===== config.mk =====
export PLATFORM = sky130hd
export DESIGN_NAME = dosram_top
export DESIGN_NICKNAME = d
export VERILOG_FILES = /design/src/rtl/dosram_pkg.sv /design/src/rtl/dosram_decode.sv /design/src/rtl/dosram_wr_track.sv /design/src/rtl/dosram_array.sv /design/src/rtl/dosram_top.sv
export SDC_FILE = /design/constraint.sdc
export NUM_CORES = 1
export LEC_CHECK = 0
export ABC_AREA = 1
export BUFFER_PORTS_ARGS = -buffer_cell sky130_fd_sc_hd__clkbuf_2
export CAP_MARGIN = 15
export CORE_AREA = 2 2 354 356
export CTS_CLUSTER_DIAMETER = 150
export DETAILED_ROUTE_END_ITERATION = 12
export DIE_AREA = 0 0 356 358
export GPL_ROUTABILITY_DRIVEN = 0
export MAX_ROUTING_LAYER = met4
export PLACE_DENSITY_LB_ADDON = 0.1
export REMOVE_ABC_BUFFERS = 1
export SETUP_SLACK_MARGIN = 0.1
export SLEW_MARGIN = 20
export SYNTH_ARGS = -nofsm -noshare
export SYNTH_HDL_FRONTEND = slang
export SYNTH_SLANG_ARGS = --single-unit

===== constraint.sdc =====
create_clock -name clk -period 5.4 [get_ports clk]
set_input_delay 0.27 -clock clk [delete_from_list [all_inputs] [get_ports clk]]
set_output_delay 0.27 -clock clk [all_outputs]
set_load 0.1 [all_outputs]

===== src/rtl/dosram_pkg.sv =====
package dosram_pkg;

    localparam int LANE_W    = 8;
    localparam int NUM_LANES = 2;
    localparam int WORD_W    = LANE_W * NUM_LANES;

    typedef logic [LANE_W-1:0]    lane_t;
    typedef logic [NUM_LANES-1:0] lane_mask_t;
    typedef logic [WORD_W-1:0]    word_t;

    typedef enum logic [1:0] {
        OP_IDLE  = 2'd0,
        OP_HIZ   = 2'd1,
        OP_READ  = 2'd2,
        OP_WRITE = 2'd3
    } op_e;

    typedef struct packed {
        op_e        op;
        lane_mask_t lanes;
        logic       byte_org;
        logic       half;
    } ctl_s;

    function automatic lane_mask_t half_mask(input logic half);
        lane_mask_t m;
        m = '0;
        m[half] = 1'b1;
        return m;
    endfunction

    function automatic word_t spread_byte(input lane_t b);
        word_t w;
        for (int i = 0; i < NUM_LANES; i++) begin
            w[i*LANE_W +: LANE_W] = b;
        end
        return w;
    endfunction

endpackage


===== src/rtl/dosram_decode.sv =====
module dosram_decode
    import dosram_pkg::*;
(
    input  logic ce1_n,
    input  logic ce2,
    input  logic oe_n,
    input  logic we_n,
    input  logic lb_n,
    input  logic ub_n,
    input  logic org_word,
    input  logic byte_sel,
    output ctl_s ctl
);

    logic chip_on;
    logic any_lane;

    always_comb begin
        any_lane = !(lb_n && ub_n);
        chip_on  = !ce1_n && ce2 && any_lane;

        ctl          = '0;
        ctl.byte_org = !org_word;
        ctl.half     = byte_sel;

        if (!chip_on) begin
            ctl.op = OP_IDLE;
        end else if (!we_n) begin
            ctl.op = OP_WRITE;
        end else if (!oe_n) begin
            ctl.op = OP_READ;
        end else begin
            ctl.op = OP_HIZ;
        end

        if (org_word) begin
            ctl.lanes = {!ub_n, !lb_n};
        end else begin
            ctl.lanes = half_mask(byte_sel);
        end
    end

endmodule


===== src/rtl/dosram_wr_track.sv =====
module dosram_wr_track
    import dosram_pkg::*;
#(
    parameter int ADDR_W = 6
) (
    input  logic              clk,
    input  logic              rst,
    input  ctl_s              ctl,
    input  logic [ADDR_W-1:0] addr,
    input  word_t             din,
    output logic              commit,
    output logic [ADDR_W-1:0] commit_addr,
    output lane_mask_t        commit_mask,
    output word_t             commit_data
);

    logic              open_q;
    logic              byte_q;
    logic [ADDR_W-1:0] addr_q;
    lane_mask_t        mask_q;
    logic              wr_now;

    assign wr_now = (ctl.op == OP_WRITE);

    always_ff @(posedge clk) begin
        if (rst) begin
            open_q <= 1'b0;
            byte_q <= 1'b0;
            addr_q <= '0;
            mask_q <= '0;
        end else begin
            open_q <= wr_now;
            if (wr_now) begin
                byte_q <= ctl.byte_org;
                addr_q <= addr;
                mask_q <= ctl.lanes;
            end
        end
    end

    assign commit      = open_q && !wr_now;
    assign commit_addr = addr_q;
    assign commit_mask = commit ? mask_q : '0;
    assign commit_data = byte_q ? spread_byte(din[LANE_W-1:0]) : din;

endmodule


===== src/rtl/dosram_array.sv =====
module dosram_array
    import dosram_pkg::*;
#(
    parameter int ADDR_W = 6
) (
    input  logic              clk,
    input  lane_mask_t        wr_mask,
    input  logic [ADDR_W-1:0] waddr,
    input  word_t             wdata,
    input  logic [ADDR_W-1:0] raddr,
    output word_t             rdata
);

    localparam int DEPTH = 1 << ADDR_W;

    for (genvar l = 0; l < NUM_LANES; l++) begin : g_lane
        lane_t mem [DEPTH];

        always_ff @(posedge clk) begin
            if (wr_mask[l]) begin
                mem[waddr] <= wdata[l*LANE_W +: LANE_W];
            end
        end

        assign rdata[l*LANE_W +: LANE_W] = mem[raddr];
    end

endmodule


===== src/rtl/dosram_top.sv =====
module dosram_top
    import dosram_pkg::*;
#(
    parameter int ADDR_W = 6
) (
    input  logic              clk,
    input  logic              rst,
    input  logic              ce1_n,
    input  logic              ce2,
    input  logic              oe_n,
    input  logic              we_n,
    input  logic              lb_n,
    input  logic              ub_n,
    input  logic              org_word,
    input  logic              byte_sel,
    input  logic [ADDR_W-1:0] addr,
    input  logic [15:0]       din,
    output logic [15:0]       dout,
    output logic [1:0]        dout_en
);

    ctl_s              ctl;
    logic              wr_commit;
    logic [ADDR_W-1:0] wr_addr;
    lane_mask_t        wr_mask;
    word_t             wr_data;
    word_t             rd_word;
    word_t             rd_shaped;
    lane_mask_t        lane_on;

    dosram_decode u_decode (
        .ce1_n    (ce1_n),
        .ce2      (ce2),
        .oe_n     (oe_n),
        .we_n     (we_n),
        .lb_n     (lb_n),
        .ub_n     (ub_n),
        .org_word (org_word),
        .byte_sel (byte_sel),
        .ctl      (ctl)
    );

    dosram_wr_track #(.ADDR_W(ADDR_W)) u_track (
        .clk         (clk),
        .rst         (rst),
        .ctl         (ctl),
        .addr        (addr),
        .din         (din),
        .commit      (wr_commit),
        .commit_addr (wr_addr),
        .commit_mask (wr_mask),
        .commit_data (wr_data)
    );

    dosram_array #(.ADDR_W(ADDR_W)) u_array (
        .clk     (clk),
        .wr_mask (wr_mask),
        .waddr   (wr_addr),
        .wdata   (wr_data),
        .raddr   (addr),
        .rdata   (rd_word)
    );

    always_comb begin
        if (ctl.op != OP_READ) begin
            lane_on = '0;
        end else if (ctl.byte_org) begin
            lane_on = 2'b01;
        end else begin
            lane_on = ctl.lanes;
        end

        if (ctl.byte_org) begin
            rd_shaped = '0;
            rd_shaped[LANE_W-1:0] = rd_word[ctl.half*LANE_W +: LANE_W];
        end else begin
            rd_shaped = rd_word;
        end
    end

    for (genvar l = 0; l < NUM_LANES; l++) begin : g_out
        assign dout[l*LANE_W +: LANE_W] = lane_on[l] ? rd_shaped[l*LANE_W +: LANE_W] : '0;
    end

    assign dout_en = lane_on;

endmodule


### After elaboration in Yosys (flattened, before gate mapping)

Memory sizes are Yosys's and may differ from the RTL's.
Cells that the tools add are included.

| word-level totals | value |
|---|---|
| flip-flop bits (word level) | 10 |
| latch bits | 0 |
| memory bits (writable) | 1024 |
| bits in read-only memories | 0 |
| output and inout port bits | 18 |
| logic and storage cells | 39 |
| memories | 2 |

| operators by class | value |
|---|---|
| $add $sub $neg | 0 |
| $mul | 0 |
| div/mod/pow operators | 0 |
| magnitude comparators | 2 |
| eq/ne operators | 2 |
| shift operators | 1 |
| mux-type cells | 17 |
| bitwise operators | 0 |
| reductions and logical operators | 11 |

Memory list:

| name | words | bits a word | read ports | clocked after memory_dff | wr ports | line | text |
|---|---|---|---|---|---|---|---|
| u_array.g_lane[0].mem | 64 | 8 | 1 | 0 | 1 | dosram_array.sv:17 | `lane_t mem [DEPTH];` |
| u_array.g_lane[1].mem | 64 | 8 | 1 | 0 | 1 | dosram_array.sv:17 |  |

Operator list:

| kind | count |
|---|---|
| $mux W16 | 2 |
| $mux W8 | 2 |
| $shiftx A16 B5 Y8 | 1 |
| $mux W2 | 7 |
| $logic_not A1 Y1 | 6 |
| $logic_and A1 B1 Y1 | 5 |
| $mux W1 | 5 |
| $eq A2 B2 Y1 const B | 1 |
| $lt A1 B2 Y1 const B | 1 |
| $ne A2 B2 Y1 const B | 1 |
| $demux W1 S1 | 1 |
| $ge A1 B1 Y1 const B | 1 |

### Longest topological paths before layout

Gate-level depths: netlist (run 1).

| depth | value |
|---|---|
| depth in word-level cells | 10 |
| mapped depth | 14 |
| mapped depth without buffers | 11 |

### Modules after synthesis

From an unflattened synthesis (run 1), not the netlist that was laid out.

| second synthesis, totals | value |
|---|---|
| cell total of the unflattened synthesis | 3775 |
| area total of the unflattened synthesis | 43326.6 um^2 |

By module, submodules not included:

| module | times used | cells an instance | area each (um^2) | sequential area each (um^2) |
|---|---|---|---|---|
| dosram_array | 1 | 3600 | 42391.9 | 30749.5 |
| dosram_wr_track | 1 | 94 | 570.5 | 200.2 |
| dosram_top | 1 | 66 | 296.5 | 0.0 |
| dosram_decode | 1 | 15 | 67.6 | 0.0 |

### Least setup slack after synthesis (run 1)

No wires, ideal clock.

| timing | value |
|---|---|
| path kind | input to output |
| start | input port ub_n |
| end | output port dout[10] |
| arrival time | 4899 ps |
| required time | 5130 ps |
| setup slack | 231 ps |
| cell stages on the path | 9 |
| path buffers | 0 |
| path through | nand2_1 > nand2_1 > nor2_1 > inv_1 > nor3b_1 > inv_1 > nor3_1 > inv_1 > a21oi_1 |

| on the way | value |
|---|---|
| longest elaborated chain between the ends | 7 |
| elaborated cells between the ends (all ways) | 10 |
| those cells by class | eq/ne: 1; mux: 5; reduce/logical: 4 |

RTL lines:

| element | line | text |
|---|---|---|
| start: declaration | dosram_top.sv:13 | `input logic ub_n,` |
| $logic_and A1 B1 Y1 | dosram_decode.sv:19 | `any_lane = !(lb_n && ub_n);` |
| $logic_not A1 Y1 | dosram_decode.sv:19 |  |
| $logic_and A1 B1 Y1 | dosram_decode.sv:20 | `chip_on = !ce1_n && ce2 && any_lane;` |
| $mux W2 | dosram_decode.sv:26 | `if (!chip_on) begin` |
| $ne A2 B2 Y1 | dosram_top.sv:65 | `if (ctl.op != OP_READ) begin` |
| $mux W2 (*) | dosram_top.sv:65 |  |
| named net dout_en[1] | dosram_top.sv:19 | `output logic [1:0] dout_en` |
| $mux W8 (*) | dosram_top.sv:82 | `assign dout[l*LANE_W +: LANE_W] = lane_on[l] ? rd_shaped[l*LANE_W +: LANE_W] : '0;` |
| end: declaration | dosram_top.sv:18 | `output logic [15:0] dout,` |

The timed path passes the listed nets; every way through them passes the cells marked *.

### Worst setup path in the final report (run 1)

| timing | value |
|---|---|
| start | input port addr[0] |
| end | output port dout[3] |

| on the way | value |
|---|---|
| longest elaborated chain between the ends | 4 |
| elaborated cells between the ends (all ways) | 5 |
| those cells by class | shift: 1; mux: 2; memory: 2 |

RTL lines:

| element | line | text |
|---|---|---|
| start: declaration | dosram_top.sv:16 | `input logic [ADDR_W-1:0] addr,` |
| $mem_v2 Z64 W8 | n/a |  |
| $shiftx A16 B5 Y8 | dosram_top.sv:75 | `rd_shaped[LANE_W-1:0] = rd_word[ctl.half*LANE_W +: LANE_W];` |
| $mux W16 (*) | dosram_top.sv:73 | `if (ctl.byte_org) begin` |
| $mux W8 (*) | dosram_top.sv:82 |  |

Mark *: on every way between the ends. The rest lies on a longest branch, timed or not.

==> results of run 1 <==
metal layers:
metal	global-route usage [%]	vias up
li1	-	13103
met1	29.9	13722
met2	31.8	677
met3	2.54	154
met4	4.89	0
met5	-	-
final timing paths:
path                          start                      endpoint  slack, ps  cells past startpoint
max                         addr[0]                       dout[3]       1490                     14
min                          din[2]   u_array.g_lane[0].mem[6][2]        100                      2
max reg2reg  u_track.commit_addr[0]  u_array.g_lane[1].mem[55][4]       2180                      4
min reg2reg  u_track.commit_addr[4]        u_track.commit_addr[4]        650                      2
where the power goes:
part / total, W / switching [W] / internal, W
combinational: 0.00111 / 0.000858 / 0.000249
clock: 0.00766 / 0.00323 / 0.00443
sequential: 0.00887 / 0.00000497 / 0.00886
total: 0.0176 / 0.00409 / 0.0135
per-stage QoR:
stage	area [µm²]	power, W	utilization, %	hold WS [ps]	setup slack [ps]
2_1_floorplan	41400	0.00953	-	339	231
3_3_place_gp	44500	0.0102	36.1	480	1460
3_5_place_dp	44500	0.0102	36.1	488	1500
4_1_cts	48200	0.0178	39.1	58.7	1500
5_1_grt	48200	0.0182	39.1	103	1390
6_report	48200	0.0176	39.1	102	1490
worst reg2reg max path: cells and delay by family, from the launching register on:
family / cells / cell delay (ps)
and+or+nand+nor: 3 / 2200
DFF: 1 / 460
buffers and inverters: 1 / 180
cell usage in the layout (no fill, tap or decap), drive strengths merged:
cell type    netlist  final
nand2           1391   1391
edfxtp          1024   1024
nand3            875    875
clkbuf            30    180
nor2             154    154
buf              207     74
clkinv             1     48
inv               18     21
nor3              17     17
bufinv             0     12
dlygate4sd3        0     12
dfxtp             10     10
a21oi             10     10
a211oi             7      7
diode              0      1
nor3b              1      1
o21ai              1      1
o22ai              1      1
clkinvlp           0      1
state kept, by name (all words and copies together), names as in the netlist:
name / flops
u_track.mask_q: 2
u_track.commit_addr: 6
u_track.byte_q: 1
u_track.open_q: 1
u_array.g_lane.mem: 1024
cell families (layout without fill, tap and decap cells):
| family | Yosys count | in the layout | share of synthesized area, % |
|---|---|---|---|
| other | 0 | 1 | 0 |
| buffers and inverters | 256 | 348 | 3.82 |
| and+or+nand+nor | 2438 | 2438 | 23.9 |
| AOI/OAI and AO/OA | 19 | 19 | 0.274 |
| DFF | 1034 | 1034 | 72.0 |
area by class of cell:
type	count	area (µm²)	area share (%)
antenna	1	2.50	0.00519
clock buffer	143	2960	6.14
clock inverter	63	649	1.35
inverter	19	108	0.223
multi-input combinational	2457	10500	21.7
sequential	1034	30900	64.2
tap	1637	2050	4.25
timing repair buffer	123	1040	2.17
==> run_results.csv, run 1 <==
group,metric,value,unit
placement,hpwlAfterDp,75900,µm
pwr,ir_drop,0.237,mV
worst_setup_path,path_cells,"buf_8, clkinv_16, buf_4, nand2_1, nand3_1, nand3_1, nand2_1, nand2_1, nand3_1, nand3_1, nand3_1, nand2_1, nor2_1, clkbuf_2",
cells_and_area,area_growth,12.3,%
clocking,cts_resized,0,
drt,wire_per_inst,23.8,µm
drt,dr_wl_met2,59600,µm
sta,period_share,72.3,%
yosys,synth_edf_count,1024,
drt,wl_met1,62300,µm
clocking,htreeDepth,3,
yosys,synthesis.area,43000,µm²
floorplanning,die-height,358,µm
grt,grt_pass1_wl,190000,µm
worst_setup_path,critPathMaxStageDelay,480,ps
drt,via_per_inst,5.05,
worst_setup_path,crit_type,"in2out",
floorplanning,dieArea,127000,µm²
sta,tightest_slew,1150,ps
worst_setup_path,critical_path_buf_inv_count,4,
status,status,"completed",
floorplanning,core,123000,µm²
yosys,synth_top_cell_area_share,71.5,%
yosys,synth_seq_area_share,72.0,%
floorplanning,rows,129,
drt,ant_nets,0,
worst_setup_path,worstPathMaxFanout,155,
yosys,yosys-top-cells-count,"1,391 x nand2_1, 1,024 x edfxtp_1, 875 x nand3_1, 154 x nor2_1, 78 x buf_2",
grt,antenna_found_initial,4,
grt,gr-total-overflow,0,
yosys,yosysUniqueCellTypes,22,
clocking,clock_latency,720,ps
worst_hold_path,hold_class,"in2reg",
placement,dp.cells,5258,
clocking,cts_tree,"built",
clocking,path_clk_slew,60,ps
clocking,root_buffer,"clkbuf_16",
clocking,cts_buffer_depth,3,
clocking,post_cts_buffers,0,
sta,hold_violations,0,
clocking,cts_hold_buf,12,
grt,grt_max_degree,156,
sta,drv_slew,0,
drt,met3_length,6040,µm
drt,num_vias,27656,
drt,drt_iter0_drc,2406,
yosys,yosys-top-cells-area,"edfxtp_1 72%, nand2_1 12%, nand3_1 10%",
cells_and_area,drive_gt1_share,7.89,%
sta,setup_viol,0,
worst_setup_path,required,5130,ps
worst_setup_path,crit_top_cell,"nand3_1",
sta,slew-limit-headroom,22.9,%
clocking,cts.sinks,1034,
drt,drc,0,
pwr,powerDensity,366,nW/µm²
worst_setup_path,cp_top_family,"buffers and inverters",
floorplanning,start_util,34.9,%
worst_setup_path,arrival,3640,ps
grt,first_global_vias,26389,
grt,grt_use_total,20.9,%
floorplanning,io_pins,50,
yosys,synth_seq_cells,1034,
sta,fin_skew,20.4,ps
worst_setup_path,slowest_stage,"buf_4",
cells_and_area,nNetsFinal,3779,
yosys,yosysWarnings,0,
sta,finalCriticalPeriod,3910,ps
drt,firstDrtPassIters,5,
floorplanning,die_w,356,µm
yosys,syn_avg_cell_area,11.5,µm²
clocking,cts_buffers,112,
worst_setup_path,cp-start-kind,"input pin",
yosys,synthArstFlopShare,0,%
sta,rsz0062_at_grt,"no",
flow_run,cap_violations,0,
sta,achievable-frequency,0.256,GHz
yosys,synth_top_area_cell,"edfxtp_1",
yosys,synth_most_common_cell,"nand2_1",
drt,wl,130000,µm
cells_and_area,fin_cells,5477,
placement,port_buffers,49,
cells_and_area,fillers,11981,
drt,top_layer,"met4",
yosys,ys.flop_type,"edfxtp_1",
sta,fin_tns_setup,0,ps
yosys,synthCells,3747,
worst_setup_path,crit_path_end_kind,"output port",
pwr,leakagePower,16.9,nW
(Power assumes the default switching activity.)
==> run 2: changes to the inputs <==
- ABC_AREA: 1 -> 0
- CORE_AREA: 2 2 354 356 -> 2 2 343 345
- DIE_AREA: 0 0 356 358 -> 0 0 345 347
- clock period: 5.4 -> 3.5 ns (I/O delays scaled with it)
==> run_results.csv, run 2 <==
group,metric,value,unit
grt,antenna_found_initial,13,
clocking,cts_tree,"built",
status,status,"completed",
floorplanning,core,116000,µm²
sta,achievable-frequency,0.297,GHz
sta,setup_ws,128,ps
pwr,finalPower,0.0266,W
yosys,synth_top_area_cell,"edfxtp_1",
worst_setup_path,required,3320,ps
sta,tightest_slew,997,ps
pwr,powerDensity,558,nW/µm²
pwr,p_clk_share,43.6,%
clocking,htreeDepth,3,
worst_hold_path,hold_depth,1,
sta,setup_viol,0,
cells_and_area,fillers,10197,
pwr,swShare,21.4,%
floorplanning,die_w,345,µm
clocking,cts_buffer_depth,3,
grt,grt_max_degree,65,
worst_setup_path,path_cells,"mux4_2, mux2i_1, nor3_1, o31ai_1, o32ai_1, buf_12",
worst_setup_path,slowest_stage,"o31ai_1",
yosys,synth_seq_cells,1034,
sta,rsz0062_at_grt,"yes",
cells_and_area,top_register,"u_array.g_lane.mem",
drt,wl,109000,µm
worst_hold_path,hold_class,"in2reg",
worst_setup_path,critPathMaxStageDelay,690,ps
clocking,cts.sinks,1034,
yosys,yosys-top-cells-count,"1,024 x edfxtp_1, 239 x mux4_2, 145 x nor2_1, 83 x mux2i_1, 36 x clkbuf_1",
cells_and_area,layout_commonest_cell,"edfxtp_1",
sta,fin_skew,25.7,ps
cells_and_area,nNetsFinal,2192,
sta,hold_ws,65.8,ps
cells_and_area,largest_reg_flops,1024,
yosys,yosysWarnings,0,
worst_setup_path,crit_type,"reg2out",
grt,grt_use_total,18.8,%
floorplanning,rows,125,
worst_setup_path,crit_path_end_kind,"output port",
floorplanning,dieArea,120000,µm²
pwr,p_int,0.0209,W
clocking,post_cts_buffers,0,
placement,hpwlAfterDp,71500,µm
placement,port_buffers,49,
placement,pre_cts_slack,-9.90,ps
worst_setup_path,worstPathMaxFanout,1,
floorplanning,start_util,34.9,%
worst_setup_path,cp-start-kind,"flop",
grt,gr-total-overflow,0,
pwr,p_sw,0.00569,W
yosys,yosysUniqueCellTypes,44,
yosys,synth_edf_count,1024,
worst_setup_path,arrival,3200,ps
sta,finalCriticalPeriod,3370,ps
pwr,comb_power_share,5.1,%
drt,wire_per_inst,28.8,µm
pwr,ir_drop,0.388,mV
yosys,synthArstFlopShare,0,%
drt,firstDrtPassIters,5,
cells_and_area,drive_gt1_share,30.4,%
clocking,clock_latency,690,ps
clocking,root_buffer,"clkbuf_16",
sta,hold_violations,0,
worst_setup_path,r2r_cells,4,
clocking,cts_buffers,112,
drt,drt_iter0_drc,1862,
floorplanning,die-height,347,µm
sta,period_share,96.4,%
grt,first_global_vias,20555,
yosys,synth_most_common_cell,"edfxtp_1",
cells_and_area,final_cell_mix,"1,024 x edfxtp_1, 239 x mux4_2, 179 x buf_4, 145 x nor2_1, 115 x clkbuf_16",
yosys,synthesis.area,40300,µm²
pwr,leakagePower,15.2,nW
cells_and_area,area_growth,18.2,%
sta,fin_tns_setup,0,ps
yosys,ys.flop_type,"edfxtp_1",
floorplanning,io_pins,50,
cells_and_area,fin_util,41.2,%
yosys,synthCells,1902,
yosys,syn_avg_cell_area,21.2,µm²
flow_run,cap_violations,0,
drt,num_vias,19893,
yosys,synth_top_cell_area_share,76.2,%
pwr,pwr-share-seq,51.3,%
clocking,path_clk_slew,60,ps
drt,drc,0,
sta,slew-limit-headroom,33.3,%
drt,ant_nets,0,
drt,via_per_inst,5.25,
yosys,yosys-top-cells-area,"edfxtp_1 76%, mux4_2 13%, mux2i_1 2.1%",
sta,drv_slew,0,
yosys,synth_seq_area_share,76.7,%
grt,grt_pass1_wl,156000,µm
[run 2: cell types whose count changed in the layout (fill, tap and decap cells not counted), sizes merged, moves of 14 or more]
| cell | delta |
|---|---|
| a211oi | +18 |
| a221oi | +15 |
| a22o | +16 |
| a22oi | +16 |
| buf | +136 |
| mux2 | +24 |
| mux2i | +83 |
| mux4 | +239 |
| nand2 | -1367 |
| nand3 | -859 |
| nor2b | +15 |
| o21ai | +14 |
| o22ai | +15 |
[run 2: timing repair]
action | 4_1_cts | 5_1_grt
resized for setup | 16 | 11
pin swaps | 4 | 2
hold buffers | 9 | 0
setup endpoints to repair | 7 | 8
endpoints found under the hold margin | 21 | 0
[run 2: final cells by class]
cell class	instances	area (µm²)	area share, %
flip-flops and latches	1034	30900	64.9
clock buffers	141	2950	6.19
multi-input cells	747	8870	18.6
repair buffers	253	2290	4.80
well taps	1524	1910	4.00
diodes	10	25.0	0.0525
inverters	12	45.0	0.0945
clock inverters	66	648	1.36
[run 2: routing by layer]
metal	wire (µm)	global-route usage, %	up-vias
li1	-	-	8505
met1	49400	25.8	10662
met2	51000	28.6	606
met3	6900	3.91	120
met4	2000	4.74	0
met5	0	-	-
[run 2: critical path, delay by kind of cell (launching register included)]
family / cells / cell delay, ps
AO/OA/AOI/OAI: 2 / 1080
buffers and inverters: 1 / 270
flip-flops: 1 / 370
multiplexers: 2 / 710
AND/OR/NAND/NOR: 1 / 80
[run 2: stage by stage]
step                cell area [µm²]  std cells
floorplan                     39700       1793
global placement              43800       3561
detailed placement            43800       3561
CTS                           47600       3777
global route                  47700       3784
finish                        47700       3787
[run 2: kinds of logic after synthesis]
kind of cell    Yosys count  synth area share, %
mux                     346                 16.1
flops                  1034                 76.7
compound gates          147                 2.76
simple gates            254                 2.86
buf+inv                 121                 1.61
[run 2: power groups by stage]
stage	logic (W)	registers, W	clock network (W)
after floorplan	0.000554	0.0139	0
after global placement	0.00135	0.0139	0
after detailed placement	0.00137	0.0139	0
after CTS	0.00139	0.0137	0.0119
after global routing	0.00146	0.0136	0.0124
final	0.00137	0.0137	0.0116
[run 2: final timing paths]
check / endpoint / startpoint / slack [ps]
worst max-delay path: dout[7] / u_array.g_lane[0].mem[62][7] / 130
worst min-delay path: u_array.g_lane[0].mem[24][1] / din[1] / 70
worst max register to register: u_array.g_lane[0].mem[21][0] / u_track.commit_addr[5] / 910
worst min register to register: u_track.mask_q[0] / u_track.mask_q[0] / 500
==> run 3: changes to the inputs <==
- ABC_AREA: 0 -> 1
- CORE_AREA: 2 2 343 345 -> 2 2 354 356
- DIE_AREA: 0 0 345 347 -> 0 0 356 358
- clock period: 3.5 -> 4.2 ns (I/O delays scaled with it)
==> run_results.csv, run 3 (synthesis results as in run 1) <==
group,metric,value,unit
status,status,"completed",
drt,via_per_inst,5.06,
drt,firstDrtPassIters,6,
floorplanning,io_pins,50,
grt,grt_pass1_wl,193000,µm
placement,hpwlAfterDp,79600,µm
sta,fin_tns_setup,0,ps
placement,dp.cells,5323,
sta,fin_skew,40.0,ps
drt,dr_wl_met2,60600,µm
pwr,ir_drop,0.356,mV
drt,num_vias,28017,
worst_hold_path,hold_depth,4,
flow_run,cap_violations,0,
worst_setup_path,worstPathMaxFanout,132,
pwr,finalPower,0.0223,W
floorplanning,rows,129,
grt,first_global_vias,27193,
sta,achievable-frequency,0.310,GHz
grt,grt_max_degree,133,
placement,port_buffers,49,
clocking,cts_tree,"built",
drt,met3_length,7140,µm
floorplanning,dieArea,127000,µm²
worst_setup_path,crit_path_end_kind,"output port",
floorplanning,die-height,358,µm
floorplanning,die_w,356,µm
clocking,root_buffer,"clkbuf_16",
clocking,cts_buffer_depth,3,
grt,antenna_found_initial,2,
cells_and_area,final_cell_mix,"1,383 x nand2_1, 1,024 x edfxtp_1, 873 x nand3_1, 154 x nor2_1, 115 x clkbuf_16",
cells_and_area,area_growth,13.5,%
grt,gr-total-overflow,0,
drt,top_layer,"met4",
drt,drt_iter0_drc,2602,
drt,wire_per_inst,23.8,µm
cells_and_area,top_register,"u_array.g_lane.mem",
clocking,clock_latency,720,ps
sta,slew-limit-headroom,27.6,%
drt,wl_met1,61200,µm
floorplanning,core,123000,µm²
sta,tightest_slew,1080,ps
clocking,path_clk_slew,60,ps
sta,finalCriticalPeriod,3220,ps
sta,hold_ws,92.4,ps
worst_setup_path,cp-start-kind,"input pin",
drt,drc,0,
clocking,cts_buffers,113,
sta,setup_viol,0,
worst_setup_path,required,3990,ps
drt,wl,132000,µm
worst_setup_path,arrival,3010,ps
pwr,leakagePower,17.2,nW
grt,grt_use_total,21.2,%
cells_and_area,largest_reg_flops,1024,
cells_and_area,drive_gt1_share,8.77,%
sta,period_share,76.8,%
pwr,powerDensity,457,nW/µm²
worst_setup_path,r2r_cells,4,
clocking,cts.sinks,1034,
worst_setup_path,rr_endpoint,"u_array.g_lane[0].mem[53][1]",
worst_hold_path,min_to,"u_track.commit_addr[5]",
clocking,htreeDepth,3,
worst_hold_path,min_from,"addr[5]",
clocking,post_cts_buffers,0,
worst_setup_path,rrSetupSlack,1180,ps
clocking,cts_resized,0,
drt,ant_nets,0,
worst_hold_path,hold_class,"in2reg",
clocking,cts_hold_buf,10,
sta,rsz0062_at_grt,"no",
cells_and_area,fin_cells,5537,
sta,drv_slew,0,
cells_and_area,layout_commonest_cell,"nand2_1",
cells_and_area,nNetsFinal,3843,
sta,hold_violations,0,
worst_setup_path,crit_type,"in2out",
worst_setup_path,r2r-start,"u_track.commit_addr[0]",
floorplanning,start_util,34.9,%
==> run 3: changes by cell type in the layout (fill, tap and decap cells not counted), moves of 14 or more <==
| cell | change |
|---|---|
| o22ai_1 | -15 |
| mux2_2 | -24 |
| mux2i_1 | -82 |
| a22o_1 | -16 |
| nand3_1 | +857 |
| nor3_1 | -15 |
| a221oi_1 | -14 |
| mux4_2 | -239 |
| nand2_1 | +1359 |
| buf_4 | -76 |
| a22oi_1 | -16 |
==> run 3: worst max-delay path, cell delays in order <==
cell	delay [ps]
buf_8	180
clkinv_16	260
buf_12	410
nand2_1	90
nand3_1	140
nand3_1	90
nand2_1	90
nand2_1	70
nand3_1	110
nand3_1	110
nand3_1	140
nand2_1	100
nor2_1	490
buf_12	250
==> run 3: worst max-delay path by stage <==
| stage | start | end | slack, ps | cells after the start |
|---|---|---|---|---|
| after detailed placement | lb_n | u_array.g_lane[0].mem[9][5] | 970 | 10 |
| after global routing | addr[0] | dout[4] | 830 | 14 |
| after floorplan | ub_n | dout[10] | -850 | 9 |
| after global placement | lb_n | u_array.g_lane[0].mem[8][4] | 960 | 10 |
| after CTS | addr[0] | dout[12] | 1030 | 12 |
| final | addr[0] | dout[4] | 980 | 14 |
==> run 3: area by class of cell <==
type / count / area, µm²
antenna: 1 / 2.50
tap: 1637 / 2050
clock inverter: 63 / 447
sequential: 1034 / 30900
multi-input combinational: 2457 / 10500
inverter: 19 / 108
fill: 12018 / 74500
clock buffer: 140 / 2970
timing repair buffer: 186 / 1790
==> run 3: routing by layer <==
layer | global-route usage, % | vias up
li1 | - | 13226
met5 | - | -
met1 | 29.7 | 13933
met2 | 32.3 | 690
met4 | 5.86 | 0
met3 | 3.12 | 168
==> run 3: through the flow <==
step / utilization, % / cell area (µm²) / worst slack, ps
6_report: 39.6 / 48800 / 976
5_1_grt: 39.6 / 48800 / 830
4_1_cts: 39.6 / 48800 / 1030
3_5_place_dp: 36.7 / 45300 / 972
3_3_place_gp: 36.7 / 45300 / 960
2_1_floorplan: - / 41400 / -849
==> run 3: where the power goes <==
group | switching [W] | total (W) | internal, W
clock | 0.00413 | 0.00942 | 0.00528
sequential | 0.00000640 | 0.0114 | 0.0114
combinational | 0.00112 | 0.00147 | 0.000349
